<file path="config.mk">
export PLATFORM = sky130hd
export DESIGN_NAME = tstamp_capture_unit
export DESIGN_NICKNAME = d
export VERILOG_FILES = /design/src/rtl/tsc_pkg.sv /design/src/rtl/tsc_counters.sv /design/src/rtl/tsc_ctrl.sv /design/src/rtl/tsc_snapshot.sv /design/src/rtl/tstamp_capture_unit.sv
export SDC_FILE = /design/constraint.sdc
export NUM_CORES = 1
export LEC_CHECK = 0
export BUFFER_PORTS_ARGS = -buffer_cell sky130_fd_sc_hd__buf_4
export CAP_MARGIN = 20
export CELL_PAD_IN_SITES_DETAIL_PLACEMENT = 1
export CELL_PAD_IN_SITES_GLOBAL_PLACEMENT = 1
export CORE_ASPECT_RATIO = 1.1
export CORE_MARGIN = 2
export CORE_UTILIZATION = 32
export DETAILED_ROUTE_END_ITERATION = 7
export PLACE_DENSITY = 0.53
export REMOVE_ABC_BUFFERS = 1
export SETUP_SLACK_MARGIN = 0.15
export SYNTH_ARGS = -nofsm -noshare
export SYNTH_HDL_FRONTEND = slang
export SYNTH_SLANG_ARGS = --single-unit
</file>
<file path="constraint.sdc">
create_clock -name clk -period 3.95 [get_ports clk]
set_input_delay 0.395 -clock clk [delete_from_list [all_inputs] [get_ports clk]]
set_output_delay 0.395 -clock clk [all_outputs]
set_load 0.1 [all_outputs]
</file>
<file path="src/rtl/tsc_pkg.sv">
package tsc_pkg;
  localparam int CTRL_W = 32;
  localparam int BIT_DONE  = 31;
  localparam int BIT_HWTRG = 7;
  localparam int BIT_CSEL  = 6;
  localparam int BIT_ODTRG = 5;
  localparam int LSEL_LO   = 10;
  localparam int LSEL_W    = 2;
  localparam logic [CTRL_W-1:0] RW_MASK = 32'h4000_3C5F;

  typedef enum logic [3:0] {
    A_CTRL = 4'd0, A_SMP = 4'd1, A_LNK_LO = 4'd2, A_LNK_HI = 4'd3,
    A_WALL_LO = 4'd4, A_WALL_HI = 4'd5, A_ART_LO = 4'd6, A_ART_HI = 4'd7,
    A_WALL2 = 4'd8
  } reg_addr_e;

  typedef struct packed {
    logic [31:0] smp;
    logic [63:0] lnk;
    logic [63:0] wall;
    logic [63:0] art;
    logic [31:0] wall2;
  } snap_t;

  function automatic logic single_trigger(logic hw, logic od);
    return hw ^ od;
  endfunction

  function automatic logic [63:0] wall_advance(logic [63:0] w, logic [63:0] inc);
    return w + inc;
  endfunction

  function automatic logic [31:0] wall_word(logic [63:0] w, logic hi);
    return hi ? w[63:32] : w[31:0];
  endfunction
endpackage

</file>
<file path="src/rtl/tsc_counters.sv">
module tsc_counters #(
  parameter int NUM_LINKS = 4,
  parameter logic [63:0] WALL_INC = 64'h0000_0001_0000_0003
) (
  input  logic clk,
  input  logic rst_n,
  input  logic dma_strobe,
  input  logic [NUM_LINKS-1:0] link_strobe,
  output logic [63:0] art_cnt,
  output logic [63:0] wall_cnt,
  output logic [31:0] smp_cnt,
  output logic [NUM_LINKS-1:0][63:0] lnk_cnt
);
  import tsc_pkg::*;

  always_ff @(posedge clk or negedge rst_n) begin
    if (!rst_n) begin
      art_cnt  <= '0;
      wall_cnt <= '0;
      smp_cnt  <= '0;
    end else begin
      art_cnt  <= art_cnt + 64'd1;
      wall_cnt <= wall_advance(wall_cnt, WALL_INC);
      if (dma_strobe) smp_cnt <= smp_cnt + 32'd1;
    end
  end

  for (genvar g = 0; g < NUM_LINKS; g++) begin : g_link
    always_ff @(posedge clk or negedge rst_n) begin
      if (!rst_n) lnk_cnt[g] <= '0;
      else if (link_strobe[g]) lnk_cnt[g] <= lnk_cnt[g] + 64'd1;
    end
  end
endmodule

</file>
<file path="src/rtl/tsc_ctrl.sv">
module tsc_ctrl #(
  parameter int NUM_LINKS = 4
) (
  input  logic clk,
  input  logic rst_n,
  input  logic wr_ctrl,
  input  logic [31:0] wdata,
  input  logic [NUM_LINKS-1:0] link_strobe,
  output logic [31:0] ctrl_rd,
  output logic fire,
  output logic csel,
  output logic [1:0] lsel
);
  import tsc_pkg::*;

  logic [31:0] cfg_q;
  logic od_pend, hw_pend, done_q;
  logic link_hit, trig_ok, idle;

  assign lsel = cfg_q[LSEL_LO +: LSEL_W];
  assign csel = cfg_q[BIT_CSEL];

  always_comb begin
    link_hit = 1'b0;
    for (int i = 0; i < NUM_LINKS; i++)
      if (lsel == 2'(i)) link_hit = link_strobe[i];
  end

  assign trig_ok = single_trigger(wdata[BIT_HWTRG], wdata[BIT_ODTRG]);
  assign idle    = !od_pend && !hw_pend;
  assign fire    = !done_q && (od_pend || (hw_pend && link_hit));

  always_ff @(posedge clk or negedge rst_n) begin
    if (!rst_n) begin
      cfg_q   <= '0;
      od_pend <= 1'b0;
      hw_pend <= 1'b0;
      done_q  <= 1'b0;
    end else begin
      if (wr_ctrl) cfg_q <= wdata & RW_MASK;
      if (fire) begin
        od_pend <= 1'b0;
        hw_pend <= 1'b0;
      end else if (wr_ctrl && trig_ok && idle) begin
        od_pend <= wdata[BIT_ODTRG];
        hw_pend <= wdata[BIT_HWTRG];
      end
      if (fire) done_q <= 1'b1;
      else if (wr_ctrl && wdata[BIT_DONE]) done_q <= 1'b0;
    end
  end

  always_comb begin
    ctrl_rd = cfg_q;
    ctrl_rd[BIT_DONE]  = done_q;
    ctrl_rd[BIT_HWTRG] = hw_pend;
    ctrl_rd[BIT_ODTRG] = od_pend;
  end

  assert_excl_R5: assert property (@(posedge clk) disable iff (!rst_n)
    !(od_pend && hw_pend));
  assert_od_next_R3: assert property (@(posedge clk) disable iff (!rst_n)
    (od_pend && !done_q) |=> (!od_pend && done_q));
  assert_hw_wait_R4: assert property (@(posedge clk) disable iff (!rst_n)
    (hw_pend && !link_hit) |=> hw_pend);
  assert_hold_R9: assert property (@(posedge clk) disable iff (!rst_n)
    (done_q && (od_pend || hw_pend)) |=> (od_pend || hw_pend));
  assert_w0_R8: assert property (@(posedge clk) disable iff (!rst_n)
    (done_q && !(wr_ctrl && wdata[BIT_DONE])) |=> done_q);
endmodule

</file>
<file path="src/rtl/tsc_snapshot.sv">
module tsc_snapshot #(
  parameter int NUM_LINKS = 4
) (
  input  logic clk,
  input  logic rst_n,
  input  logic fire,
  input  logic csel,
  input  logic [1:0] lsel,
  input  logic [63:0] art_cnt,
  input  logic [63:0] wall_cnt,
  input  logic [31:0] smp_cnt,
  input  logic [NUM_LINKS-1:0][63:0] lnk_cnt,
  output tsc_pkg::snap_t snap
);
  import tsc_pkg::*;

  logic [63:0] lnk_sel;

  always_comb begin
    lnk_sel = '0;
    for (int i = 0; i < NUM_LINKS; i++)
      if (lsel == 2'(i)) lnk_sel = lnk_cnt[i];
  end

  always_ff @(posedge clk or negedge rst_n) begin
    if (!rst_n) snap <= '0;
    else if (fire) begin
      snap.smp   <= smp_cnt;
      snap.lnk   <= lnk_sel;
      snap.wall  <= wall_cnt;
      snap.art   <= art_cnt;
      snap.wall2 <= wall_word(wall_cnt, csel);
    end
  end
endmodule

</file>
<file path="src/rtl/tstamp_capture_unit.sv">
module tstamp_capture_unit #(
  parameter int NUM_LINKS = 4,
  parameter logic [63:0] WALL_INC = 64'h0000_0001_0000_0003
) (
  input  logic clk,
  input  logic rst_n,
  input  logic bus_we,
  input  logic [3:0] bus_addr,
  input  logic [31:0] bus_wdata,
  output logic [31:0] bus_rdata,
  input  logic dma_strobe,
  input  logic [NUM_LINKS-1:0] link_strobe
);
  import tsc_pkg::*;

  logic [63:0] art_cnt, wall_cnt;
  logic [31:0] smp_cnt;
  logic [NUM_LINKS-1:0][63:0] lnk_cnt;
  logic [31:0] ctrl_rd;
  logic fire, csel;
  logic [1:0] lsel;
  logic wr_ctrl;
  snap_t snap;

  assign wr_ctrl = bus_we && (bus_addr == A_CTRL);

  tsc_counters #(.NUM_LINKS(NUM_LINKS), .WALL_INC(WALL_INC)) u_cnt (
    .clk(clk), .rst_n(rst_n), .dma_strobe(dma_strobe), .link_strobe(link_strobe),
    .art_cnt(art_cnt), .wall_cnt(wall_cnt), .smp_cnt(smp_cnt), .lnk_cnt(lnk_cnt));

  tsc_ctrl #(.NUM_LINKS(NUM_LINKS)) u_ctrl (
    .clk(clk), .rst_n(rst_n), .wr_ctrl(wr_ctrl), .wdata(bus_wdata),
    .link_strobe(link_strobe), .ctrl_rd(ctrl_rd), .fire(fire), .csel(csel), .lsel(lsel));

  tsc_snapshot #(.NUM_LINKS(NUM_LINKS)) u_snap (
    .clk(clk), .rst_n(rst_n), .fire(fire), .csel(csel), .lsel(lsel),
    .art_cnt(art_cnt), .wall_cnt(wall_cnt), .smp_cnt(smp_cnt), .lnk_cnt(lnk_cnt),
    .snap(snap));

  always_comb begin
    case (bus_addr)
      A_CTRL:    bus_rdata = ctrl_rd;
      A_SMP:     bus_rdata = snap.smp;
      A_LNK_LO:  bus_rdata = snap.lnk[31:0];
      A_LNK_HI:  bus_rdata = snap.lnk[63:32];
      A_WALL_LO: bus_rdata = snap.wall[31:0];
      A_WALL_HI: bus_rdata = snap.wall[63:32];
      A_ART_LO:  bus_rdata = snap.art[31:0];
      A_ART_HI:  bus_rdata = snap.art[63:32];
      A_WALL2:   bus_rdata = snap.wall2;
      default:   bus_rdata = '0;
    endcase
  end

  assert_freeze_R8: assert property (@(posedge clk) disable iff (!rst_n)
    ctrl_rd[BIT_DONE] |=> $stable(snap));
  assert_capture_sets_flag_R3: assert property (@(posedge clk) disable iff (!rst_n)
    fire |=> ctrl_rd[BIT_DONE]);
endmodule

</file>
Word level (Yosys, flattened, before mapping)
Index checks and enable logic that the tools add are counted.
{"block": "totals", "regBits": 686, "input_bits": 44, "output_inout_bits": 32, "wordCells": 66}
{"block": "op_classes", "addsub": 7, "eq_ne": 11, "muxes": 16, "bitwise_logic": 1, "reduce_logical": 15}
{"cell": "$add 64x1->64 const B", "count": 5}
{"cell": "$pmux 32 s9", "count": 1}
{"cell": "$mux 64", "count": 4}
{"cell": "$add 64x33->64 const B", "count": 1}
{"cell": "$add 32x1->32 const B", "count": 1}
{"cell": "$mux 32", "count": 1}
{"cell": "$eq 4x3->1 const B", "count": 4}
{"cell": "$mux 1", "count": 10}
{"cell": "$eq 4x2->1 const B", "count": 2}
{"cell": "$logic_and 1x1->1", "count": 7}
{"cell": "$eq 2x2->1 const B", "count": 2}
{"cell": "$eq 4x1->1 const B", "count": 1}
{"cell": "$eq 4x4->1 const B", "count": 1}
{"cell": "$logic_not 4->1", "count": 1}
{"cell": "$reduce_bool 2->1", "count": 2}
{"cell": "$logic_not 1->1", "count": 3}
{"cell": "$eq 2x1->1 const B", "count": 1}
{"cell": "$logic_not 2->1", "count": 1}
{"cell": "$logic_or 1x1->1", "count": 1}
{"cell": "$xor 1x1->1", "count": 1}

Depth between registers and ports, before layout
Gate-level depths: netlist of the first run.
{"block": "logic_depth", "depth_word": 9, "depth_mapped": 8, "ltp_nobuf": 7}

Modules after synthesis
Synthesis of the first run repeated with hierarchy kept, for this count alone.
{"block": "unflattened", "hier_cells": 2851, "hier_area_um2": 33766.1}
{"module": "tsc_counters", "instances": 1, "cells_each": 1659, "area_each_um2": 18358.9, "seq_area_each_um2": 10410.0}
{"module": "tsc_snapshot", "instances": 1, "cells_each": 833, "area_each_um2": 12309.3, "seq_area_each_um2": 6406.1}
{"module": "tstamp_capture_unit", "instances": 1, "cells_each": 293, "area_each_um2": 2318.5, "seq_area_each_um2": 0.0}
{"module": "tsc_ctrl", "instances": 1, "cells_each": 66, "area_each_um2": 779.5, "seq_area_each_um2": 350.3}

Worst setup path after synthesis of the first run
No wires, ideal clock.
{"block": "synth_timing", "kind": "input-to-output", "from": "input port bus_addr[0]", "to": "output port bus_rdata[29]", "arrival_ns": 3.376, "path_slack_ns": 0.179, "stages": 6, "path_buffers": 3, "path_cell_list": "clkbuf_1 > nor4bb_1 > buf_2 > buf_2 > a22oi_1 > a31oi_1"}
{"block": "synth_between", "elab_chain_len": 2, "word_cells_on_any_way": 10, "cone_classes": "eq/ne: 8; mux: 1; reduce/logical: 1"}
{"element": "start: declaration", "line": "tstamp_capture_unit.sv:8", "rtl": "input logic [3:0] bus_addr,"}
{"element": "$eq 4x4->1 (tied with other cells)", "line": "tstamp_capture_unit.sv:41", "rtl": "case (bus_addr)"}
{"element": "$pmux 32 s9 *", "line": "tstamp_capture_unit.sv:41"}
{"element": "end: declaration", "line": "tstamp_capture_unit.sv:10", "rtl": "output logic [31:0] bus_rdata,"}
Mark *: on every way between the ends. The rest lies on a longest branch, timed or not.

Worst setup path in the final report of the first run
{"block": "layout_timing", "from": "register u_ctrl.cfg_q[10]", "to": "output port bus_rdata[10]"}
{"block": "layout_between", "elab_chain_len": 1}
{"element": "start: declaration", "line": "tsc_ctrl.sv:16", "rtl": "logic [31:0] cfg_q;"}
{"element": "start signal: assignment", "line": "tsc_ctrl.sv:40", "rtl": "if (wr_ctrl) cfg_q <= wdata & RW_MASK;"}
{"element": "$pmux 32 s9", "line": "tstamp_capture_unit.sv:41"}
Every way passes these cells.

==> metrics, run 1 <==
crit path max-delay cell type=dfrtp_4; crit-path max cell delay=590 ps; syn_area_per_cell=around 12 um2; most area-consuming cells after synthesis=dfrtp_1 54%, mux2_2 8.4%, xor2_1 5.6%; CTS tree=built; worst-margin pin slew=roughly 1000 ps; nets@finish=2801; register area=approximately 17000 um2; P per Cell Area=496 nW/um2; core area=between 90000 and 100000 um2; Antenna Cells=0; final RePlAce weighted congestion=0.799; #FFs+latches synth=686; hold crit path type=input port to register; critical path, cell by cell=buf_4, a221oi_1, nand4_1, buf_4; global route total overflow=0; Slew headroom=30.1%; leakage=between 15 and 20 nW; Initial Util=32.3%; Fmax=roughly 0.33 GHz; Yosys top cell area share=53.5%; Most used DFF post-synth=dfrtp_1; First DRT Iteration DRCs=1253; Max Cap Viol=0; Critical path buffers and inverters=2; yosys synthesis warning count=0; vias in the first global route=23.7k; Synth cell types=50; clk slew on worst S/H paths=60 ps; crit path kind=register to output port; Num CTS Buffers=79; most frequent CP cell=buf_4; final setup vio count=0; most common cell in the netlist=dfrtp_1; Post-synth EDFFs=0; pre-CTS setup slack=1090 ps; row cnt=121; die width=slightly above 300 um; RSZ-0062 raised after global routing=false; clock buffer depth=3; # H-tree levels=3; largest net degree at the start of global routing=109; drc violations=0; clk sinks=between 600 and 700; Post-DP HPWL=71600 um; outcome=completed; CP Launch Type=register; wire per inst=between 20 and 25 um; Area growth syn-to-layout=15.9%; first-pass GRT wire length=151000 um; Worst Path Arrival=2640 ps; top post-synthesis cells by count=686 x dfrtp_1, 240 x mux2_2, 204 x xor2_1, 203 x xnor2_1, 179 x nand2_1; final WL=98100 um; Setup Fix Bufs, Post-CTS=0; port buffer count=57; iteration count of the initial detailed-routing pass=5; gr usage total=19.4%; share of layout cells above drive strength 1=21.9%; worst ir drop on vdd=approximately 250 uV; Final Cycle Share=76.8%; Die ar.=103000 um2; routed vias/inst=5.30; # resized after CTS=0; fill count=10.4k; clock latency on the worst-skew pair=roughly 630 ps; setup ws final=between 900 and 1000 ps; initial antenna violation count=11; Cells after Synth=about 2.6k; Req. time, crit path=3560 ps; Root Buffer Master=clkbuf_16; crit end category=output port; Final Hold Viols=0; io pins=76; die height=336 um; clock skew=26.0 ps; minimum clock period=3030 ps; routed vias=between 20k and 25k; Pins Over Slew Limit=0; ANT nets after route=0; CP top delay family=buffers and inverters; cell taking the most area after synthesis=dfrtp_1; Seq/Total Area, Yosys=53.5%; maximum fanout along the worst path=28; Power Total=18.4 mW; Post-Route Setup TNS=0 ps; Multi-input gate area=14200 um2; Mapped Area=between 30000 and 40000 um2; Async SR Flop Fraction=100%
==> placed cells by master (no fill, tap or decap), types with 15 or more instances in the layout <==
master	Yosys	routed
inv_1	58	58
mux2i_1	32	32
nor3_1	104	103
and4_1	25	25
mux2_2	240	240
a22oi_1	40	40
nor2_1	140	139
and3_1	35	35
a22o_1	32	32
clkinv_2	0	19
nor4_1	61	61
a21oi_1	33	33
nand4_1	108	108
clkbuf_16	0	81
dfrtp_1	686	683
nand3_1	130	130
xnor2_1	203	203
a31oi_1	16	15
xor2_1	204	204
clkbuf_8	0	20
a221oi_1	32	32
nand2_1	179	179
buf_4	0	110
mux4_2	65	65
==> worst register-to-register path, delay by kind of cell (launching register included) <==
kind,cells,cell delay [ps]
and+or+nand+nor,1,520
muxes,2,980
DFF,1,590
buffers and inverters,1,470
AOI/OAI and AO/OA,1,110
==> layout make-up <==
class                      count  share of cell area, %
clock buffer                 110                   6.29
clock inverter                30                  0.859
inverter                      58                  0.586
multi-input combinational   1786                   38.3
sequential                   686                   46.2
tap                         1291                   4.35
timing repair buffer         139                   3.39
==> stage by stage <==
step	util, %	area [um2]	hold WS (ps)	cells
3_3_place_gp	34.7	34400	454	3946
2_1_floorplan	-	31500	99.4	2530
5_1_grt	37.5	37200	37.1	4100
6_report	37.5	37200	47.2	4100
4_1_cts	37.5	37200	7.91	4100
3_5_place_dp	34.7	34400	457	3946
==> cell families after synthesis <==
group / Yosys count / synth area share [%]
simple gates: 865 / 14.7
mux: 337 / 14.0
xor+xnor: 407 / 11.1
flops: 686 / 53.5
compound gates: 170 / 4.02
fa+ha+maj: 7 / 0.273
buf+inv: 173 / 2.32
==> flip-flops by register name, summed over array words and instances (netlist names) <==
name,flops
u_cnt.smp_cnt,32
u_ctrl.done_q,1
u_ctrl.od_pend,1
u_ctrl.cfg_q,11
u_cnt.wall_cnt,64
u_cnt.lnk_cnt,256
u_cnt.art_cnt,64
u_ctrl.hw_pend,1
u_snap.snap,256
==> routing by layer <==
layer / vias up / global-route usage [%] / wire length [um]
met5: - / 0 / 27
met1: 11500 / 25.1 / 43100
met4: 4 / 7.72 / 3680
met2: 313 / 32.5 / 47900
li1: 9778 / - / -
met3: 134 / 2.99 / 3420
==> final timing paths <==
check	from	to	slack [ps]	cells after the start
worst max-delay path	u_ctrl.cfg_q[10]$_DFFE_PN0P_	bus_rdata[10]	920	4
worst max register to register	u_ctrl.cfg_q[10]$_DFFE_PN0P_	u_snap.snap[253]$_DFFE_PN0P_	1180	5
min in group asynchronous	rst_n	u_cnt.lnk_cnt[96]$_DFFE_PN0P_	350	2
max in group asynchronous	rst_n	u_ctrl.cfg_q[10]$_DFFE_PN0P_	2380	3
worst min-delay path	bus_wdata[7]	u_ctrl.hw_pend$_DFFE_PN0P_	50	3
worst min register to register	u_cnt.lnk_cnt[127]$_DFFE_PN0P_	u_cnt.lnk_cnt[127]$_DFFE_PN0P_	470	1
==> timing repair <==
action / 4_1_cts / 5_1_grt
setup endpoints to repair: 0 / 0
hold buffers: 14 / 0
hold endpoints to repair: 91 / 0
==> power breakdown <==
part	switching, mW	internal [mW]
clock network	3.04	4.51
logic	1.47	1.11
registers	0.622	7.69
total	5.13	13.3
No activity file was read; power rests on OpenSTA's default activity.
==> run 2, diff against run 1 <==
PLACE_DENSITY = 0.55   (was 0.53)
clock period = 2.6 ns   (was 3.95 ns; I/O delays follow)
==> run 2 against run 1 <==
Effect of this change: global-route usage is 0.21 points higher; setup slack worse by 710 ps; sequential share of layout area is 0.86 points lower; die area stayed put; design area is 1.9% higher; non-clock buffer count is 64 higher; clock skew hardly changed; sequential power is 52% higher; combinational power is 59% higher; critical path type unchanged; largest power group unchanged.
==> metrics, run 2 (synthesized netlist as in run 1, its figures left out) <==
worst-margin pin slew=997 ps (-51.0 ps); gr usage total=19.6% (+0.21 points); most common cell after layout, fill and taps aside=dfrtp_1; clk slew on worst S/H paths=60 ps (about the same); final RePlAce weighted congestion=0.811 (+1.4%); Num CTS Buffers=76 (-3.8%); Power Total=27.9 mW (+51%); Worst Path Arrival=2140 ps (-500 ps); row cnt=121 (unchanged); Metal-1 WL=42700 um (-0.99%); Initial Util=32.3% (unchanged); most frequent cells in the layout=681 x dfrtp_1, 240 x mux2_2, 204 x xor2_1; crit path kind=register to output port; Req. time, crit path=2340 ps (-1220 ps); critical path, cell by cell=a22o_4, a221oi_4, nand4_1, buf_12; register area=17200 um2 (about the same); hold crit path type=input port to async pin; Logic pwr share=14.7% (+0.7 points); Multi-input gate area=14300 um2 (+0.69%); P per Cell Area=738 nW/um2 (+49%); worst ir drop on vdd=477 uV (+89%); Seq pwr share=45.2% (about the same); Area growth syn-to-layout=18.1%; Slew headroom=33.5% (+3.4 points); met2 wire len=48800 um (+1.9%); Pins Over Slew Limit=0 (unchanged); minimum clock period=2400 ps; drc violations=0 (unchanged); CP Launch Type=register; Sw Pwr=7.83 mW (+52%); wire per inst=23.9 um (-0.24%); Post-DP HPWL=72000 um (+0.54%); io pins=76 (unchanged); clock skew=25.8 ps (-0.225 ps); vias in the first global route=24.1k (+1.6%); CP top delay family=compound AO/OA/AOI/OAI gates; maximum fanout along the worst path=2 (-93%); global route total overflow=0 (unchanged); Final Cycle Share=between 90% and 100%; crit path max-delay cell type=dfrtp_2; clk sinks=686 (unchanged); Die ar.=103000 um2 (unchanged); crit-path max cell delay=460 ps (-130 ps); core area=99200 um2 (unchanged); post-route cell area=37900 um2 (+1.9%); # H-tree levels=3 (unchanged); Critical path buffers and inverters=1 (-1); port buffer count=57 (unchanged); crit end category=output port; outcome=completed; worst hold margin=86.1 ps (+38.9 ps); top flop regs=u_cnt.lnk_cnt: 256 flops, u_snap.snap: 256 flops; first-pass GRT wire length=153000 um (+1.1%); post-route insts no fill=4160 (+1.5%); initial antenna violation count=11 (unchanged); CTS tree=built; Power Internal=20.1 mW (+51%); met3 WL=3730 um (+9.1%); fill count=10.4k (+0.077%); routed vias/inst=5.30 (about the same); Net Sw Frac=28.0% (+0.18 points); iteration count of the initial detailed-routing pass=6 (+1); nets@finish=2862 (+2.2%); Post-Route Setup TNS=0 ps (unchanged); uppermost routed layer=met5; die width=306 um (unchanged); ANT nets after route=0 (unchanged); leakage=17.2 nW (+1.9%); Fmax=0.417 GHz; Max Cap Viol=0 (unchanged); Root Buffer Master=clkbuf_16; First DRT Iteration DRCs=1463 (+17%); share of layout cells above drive strength 1=23.8% (+1.9 points); RSZ-0062 raised after global routing=true; largest net degree at the start of global routing=131 (+20%); routed vias=22.1k (+1.5%); final setup vio count=0 (unchanged); Clk pwr share=40.1% (-0.9 points); clock latency on the worst-skew pair=640 ps (about the same); Final Hold Viols=0 (unchanged); Placed Instances=3996 (+1.3%); die height=336 um (unchanged); Area after DPL=34900 um2 (+1.4%); final WL=99300 um (+1.2%); clock buffer depth=3 (unchanged)
==> run 2: cell count changes in the layout (fill, tap and decap cells not counted), moves of 3 or more <==
cell,previous run,this run
dlygate4sd3_1,14,21
clkbuf_8,20,17
nor4_2,6,11
buf_12,14,25
clkbuf_16,81,77
a221oi_2,0,4
buf_4,110,152
a221oi_1,32,27
nor4_1,61,55
==> run 2: final cells by class <==
| class | count | area share (%) |
|---|---|---|
| multi-input combinational | 1786 | 37.9 |
| inverter | 58 | 0.575 |
| antenna | 2 | 0.0132 |
| timing repair buffer | 203 | 5.15 |
| sequential | 686 | 45.4 |
| clock buffer | 101 | 5.78 |
| clock inverter | 33 | 1.02 |
| tap | 1291 | 4.27 |
==> run 2: final timing paths <==
| path | from | to | slack [ps] | cells past startpoint |
|---|---|---|---|---|
| min in group clk | bus_we | u_ctrl.cfg_q[11]$_DFFE_PN0P_ | 170 | 4 |
| min reg2reg | u_cnt.wall_cnt[0]$_DFF_PN0_ | u_cnt.wall_cnt[0]$_DFF_PN0_ | 440 | 1 |
| max | u_ctrl.done_q$_DFFE_PN0P_ | bus_rdata[31] | 200 | 4 |
| max reg2reg | u_cnt.lnk_cnt[128]$_DFFE_PN0P_ | u_cnt.lnk_cnt[180]$_DFFE_PN0P_ | 260 | 9 |
| min | rst_n | u_cnt.lnk_cnt[36]$_DFFE_PN0P_ | 90 | 2 |
| max in group asynchronous | rst_n | u_ctrl.cfg_q[10]$_DFFE_PN0P_ | 1420 | 3 |
==> run 2: worst reg2reg max path, stage by stage, from the launching register on <==
cell	delay, ps
dfrtp_1	430
ha_1	200
nand4_1	90
buf_4	200
nor4_2	340
buf_4	190
nand4_2	130
buf_12	180
nor4_1	290
xor2_1	210
==> run 2: stage by stage <==
stage	setup WS (ps)	utilization, %
floorplan	-13390	-
global placement	179	35.2
detailed placement	104	35.2
CTS	111	38.1
global route	132	38.2
finish	204	38.2
==> run 2: routing by layer <==
layer / up-vias / track usage (%)
met5: - / 0
met3: 174 / 3.08
li1: 9880 / -
met4: 2 / 8.72
met2: 380 / 32.9
met1: 11600 / 24.9
==> run 2: power groups by stage <==
| stage | Combinational [mW] | Sequential (mW) | Clock (mW) |
|---|---|---|---|
| after global placement | 3.90 | 12.8 | 0 |
| final | 4.11 | 12.6 | 11.2 |
| after floorplan | 2.81 | 12.6 | 0 |
| after CTS | 4.16 | 12.6 | 11.6 |
| after global routing | 4.43 | 12.8 | 12.0 |
| after detailed placement | 4.03 | 12.8 | 0 |
==> run 2: what timing repair did <==
item	CTS	global route
pin swaps	2	6
hold endpoints to repair	331	0
setup buffers	2	4
gates cloned	1	0
hold buffers	21	0
endpoints found under the setup margin	7	34
resized for setup	13	15
==> run 3, diff against run 2 <==
CAP_MARGIN = 15   (was 20)
SYNTH_HIERARCHICAL = 1   (was unset)
==> run 3 against run 2 <==
Effect of this change: hold slack improved by 57 ps; synthesized area up 5.3%; critical endpoint is now u_cnt/wall_cnt[26]$_DFF_PN0_; die area grew 5.3%; sequential share of layout area decreased by 2.5 points; routed wire length rose by 8.8%; register-to-register slack worse by 110 ps; flip-flop and latch count unchanged.
==> metrics, run 3 <==
most area-consuming cells after synthesis=dfrtp_1 51%, mux2_4 6.8%, xnor2_1 6.4%; top post-synthesis cells by count=686 x dfrtp_1, 248 x xnor2_1, 183 x nand2_1, 168 x mux2i_1, 161 x nor2_1; hold crit path type=input port to async pin; Worst Path Arrival=2980 ps (+840 ps); Post-DP HPWL=80900 um (+12%); clock buffer depth=3 (unchanged); nets@finish=3150 (+10%); r2r setup slk=150 ps (-110 ps); worst-margin pin slew=746 ps (-251 ps); Final Cycle Share=94.4% (+2.2 points); routed vias/inst=5.09 (-4.0%); Synth cell types=78 (+56%); Root Buffer Master=clkbuf_16; core area=104000 um2 (+5.1%); Async SR Flop Fraction=100% (unchanged); #FFs+latches synth=686 (unchanged); row cnt=124 (+2.5%); worst ir drop on vdd=441 uV (-7.6%); cell taking the most area after synthesis=dfrtp_1; first-pass GRT wire length=165000 um (+7.9%); Slew headroom=50.3% (+17 points); ANT nets after route=0 (unchanged); Initial Util=32.4% (+0.055 points); yosys synthesis warning count=6 (+6); critical path, cell by cell=nand4_1, buf_4, or3_1, nor3_1, buf_4, nand2_1, or3_1, xnor2_1; register area=17200 um2 (about the same); maximum fanout along the worst path=5 (+3); most common cell after layout, fill and taps aside=dfrtp_1; crit path max-delay cell type=dfrtp_1; Req. time, crit path=3120 ps (+780 ps); RSZ-0062 raised after global routing=true; Num CTS Buffers=82 (+7.9%); Post-synth EDFFs=0 (unchanged); crit path kind=register to register; # H-tree levels=3 (unchanged); most frequent cells in the layout=670 x dfrtp_1, 248 x xnor2_1, 217 x buf_4; syn_area_per_cell=11.8 um2 (-2.3%); Max Cap Viol=0 (unchanged); Yosys top cell area share=50.8% (-2.7 points); initial antenna violation count=7 (-4); Pins Over Slew Limit=0 (unchanged); clk sinks=686 (unchanged); largest net degree at the start of global routing=102 (-22%); port buffer count=57 (unchanged); share of layout cells above drive strength 1=22.6% (-1.2 points); Power Total=28.6 mW (+2.3%); crit end category=register; minimum clock period=2450 ps (+58.2 ps); wire per inst=23.7 um (-0.50%); CP Launch Type=register; final setup vio count=0 (unchanged); Area growth syn-to-layout=18.9%; die height=345 um (+2.6%); crit-path max cell delay=430 ps (-30 ps); outcome=completed; Multi-input gate area=15600 um2 (+8.8%); die width=314 um (+2.6%); Final Hold Viols=0 (unchanged); drc violations=0 (unchanged); fill count=11.2k (+7.5%); iteration count of the initial detailed-routing pass=6 (unchanged); Seq/Total Area, Yosys=50.8% (-2.7 points); First DRT Iteration DRCs=1273 (-13%); io pins=76 (unchanged); gr usage total=20.1% (+0.54 points); routed vias=23.1k (+4.9%); Die ar.=108000 um2 (+5.3%); clock latency on the worst-skew pair=650 ps (about the same); clock skew=25.6 ps (-0.199 ps); Most used DFF post-synth=dfrtp_1; top flop regs=u_cnt/lnk_cnt: 256 flops, u_snap/snap: 256 flops; final RePlAce weighted congestion=0.848 (+4.6%); leakage=18.1 nW (+5.1%); Mapped Area=33800 um2 (+5.3%); Cells after Synth=2851 (+7.8%); most common cell in the netlist=dfrtp_1; final WL=108000 um (+8.8%); clk slew on worst S/H paths=60 ps (about the same); P per Cell Area=712 nW/um2 (-3.5%); worst hold margin=143 ps (+56.7 ps); vias in the first global route=25.5k (+5.8%); global route total overflow=0 (unchanged); CTS tree=built; Fmax=0.407 GHz (-2.4%)
run 3: cell types whose count changed in the layout (fill, tap and decap cells not counted), moves of 45 or more:
cell,before,now
mux2_2,240,55
mux2_4,0,153
mux2i_1,32,168
nand2b_1,2,69
buf_4,152,217
o221ai_1,0,64
mux4_2,65,3
a22oi_1,40,90
nor4_1,55,6
nor3_1,102,56
xor2_1,204,158
xnor2_1,203,248
run 3: report_power, final:
group | leakage, nW | total, mW | switching, mW | internal (mW)
Clock | 1.35 | 11.7 | 4.67 | 7.05
Sequential | 9.23 | 12.6 | 1.04 | 11.6
Combinational | 7.50 | 4.27 | 2.43 | 1.83
Total | 18.1 | 28.6 | 8.14 | 20.5
run 3: worst max-delay path: cells and delay by family, from the launching register on:
kind / cells / cell delay [ps]
flops: 1 / 430
buf+inv: 2 / 400
simple gates: 5 / 1370
xor+xnor: 1 / 130
run 3: final timing paths:
check | start | end | depth (start not counted)
min | rst_n | u_cnt/wall_cnt[4]$_DFF_PN0_ | 2
min in group clk | dma_strobe | u_cnt/smp_cnt[0]$_DFFE_PN0P_ | 3
max reg2reg | u_cnt/wall_cnt[8]$_DFF_PN0_ | u_cnt/wall_cnt[26]$_DFF_PN0_ | 8
min reg2reg | u_cnt/wall_cnt[0]$_DFF_PN0_ | u_cnt/wall_cnt[0]$_DFF_PN0_ | 1
max | u_cnt/wall_cnt[8]$_DFF_PN0_ | u_cnt/wall_cnt[26]$_DFF_PN0_ | 8
max in group asynchronous | rst_n | u_cnt/lnk_cnt[190]$_DFFE_PN0P_ | 4
run 3: per-layer routing:
metal  GRT usage (%)  wire [um]  vias to the layer above
li1                -          -                    10600
met1            26.0      47900                    12100
met2            35.2      54300                      313
met3            2.31       3090                      139
met4            6.29       2630                        4
met5               0         35                        -
run 3: logic make-up after synthesis:
family                   Yosys count  share of synthesized area, %
AND/OR/NAND/NOR                  900                          14.0
flip-flops                       686                          50.8
XOR/XNOR                         407                          10.6
multiplexers                     394                          14.3
AO/OA/AOI/OAI                    268                          6.04
buffers and inverters            188                          3.92
adder cells (fa/ha/maj)            7                         0.259
other                              1                        0.0111
run 3: repair_timing:
item / CTS / global route
pin swaps: 2 / 9
resized for setup: 34 / 49
buffers inserted: 1 / 19
setup endpoints to repair: 32 / 81
hold buffers: 20 / 0
hold endpoints to repair: 260 / 0
run 3: layout make-up:
type                       count  share of cell area [%]
clock inverter                18                   0.439
inverter                      47                   0.439
antenna                        1                 0.00623
multi-input combinational   1994                    38.9
tap                         1386                    4.32
timing repair buffer         288                    6.72
sequential                   686                    42.8
clock buffer                 127                    6.40
run 3: through the flow:
stage | setup TNS [ps] | std cells | utilization, % | setup slack, ps | cell area (um2)
after global routing | 0 | 4546 | 38.5 | 83.0 | 40100
after CTS | 0 | 4527 | 38.2 | 100 | 39800
after floorplan | -2908430 | 2727 | - | -13940 | 32700
after detailed placement | 0 | 4361 | 35.2 | 89.1 | 36700
after global placement | 0 | 4361 | 35.2 | 110 | 36700
final | 0 | 4547 | 38.5 | 146 | 40100
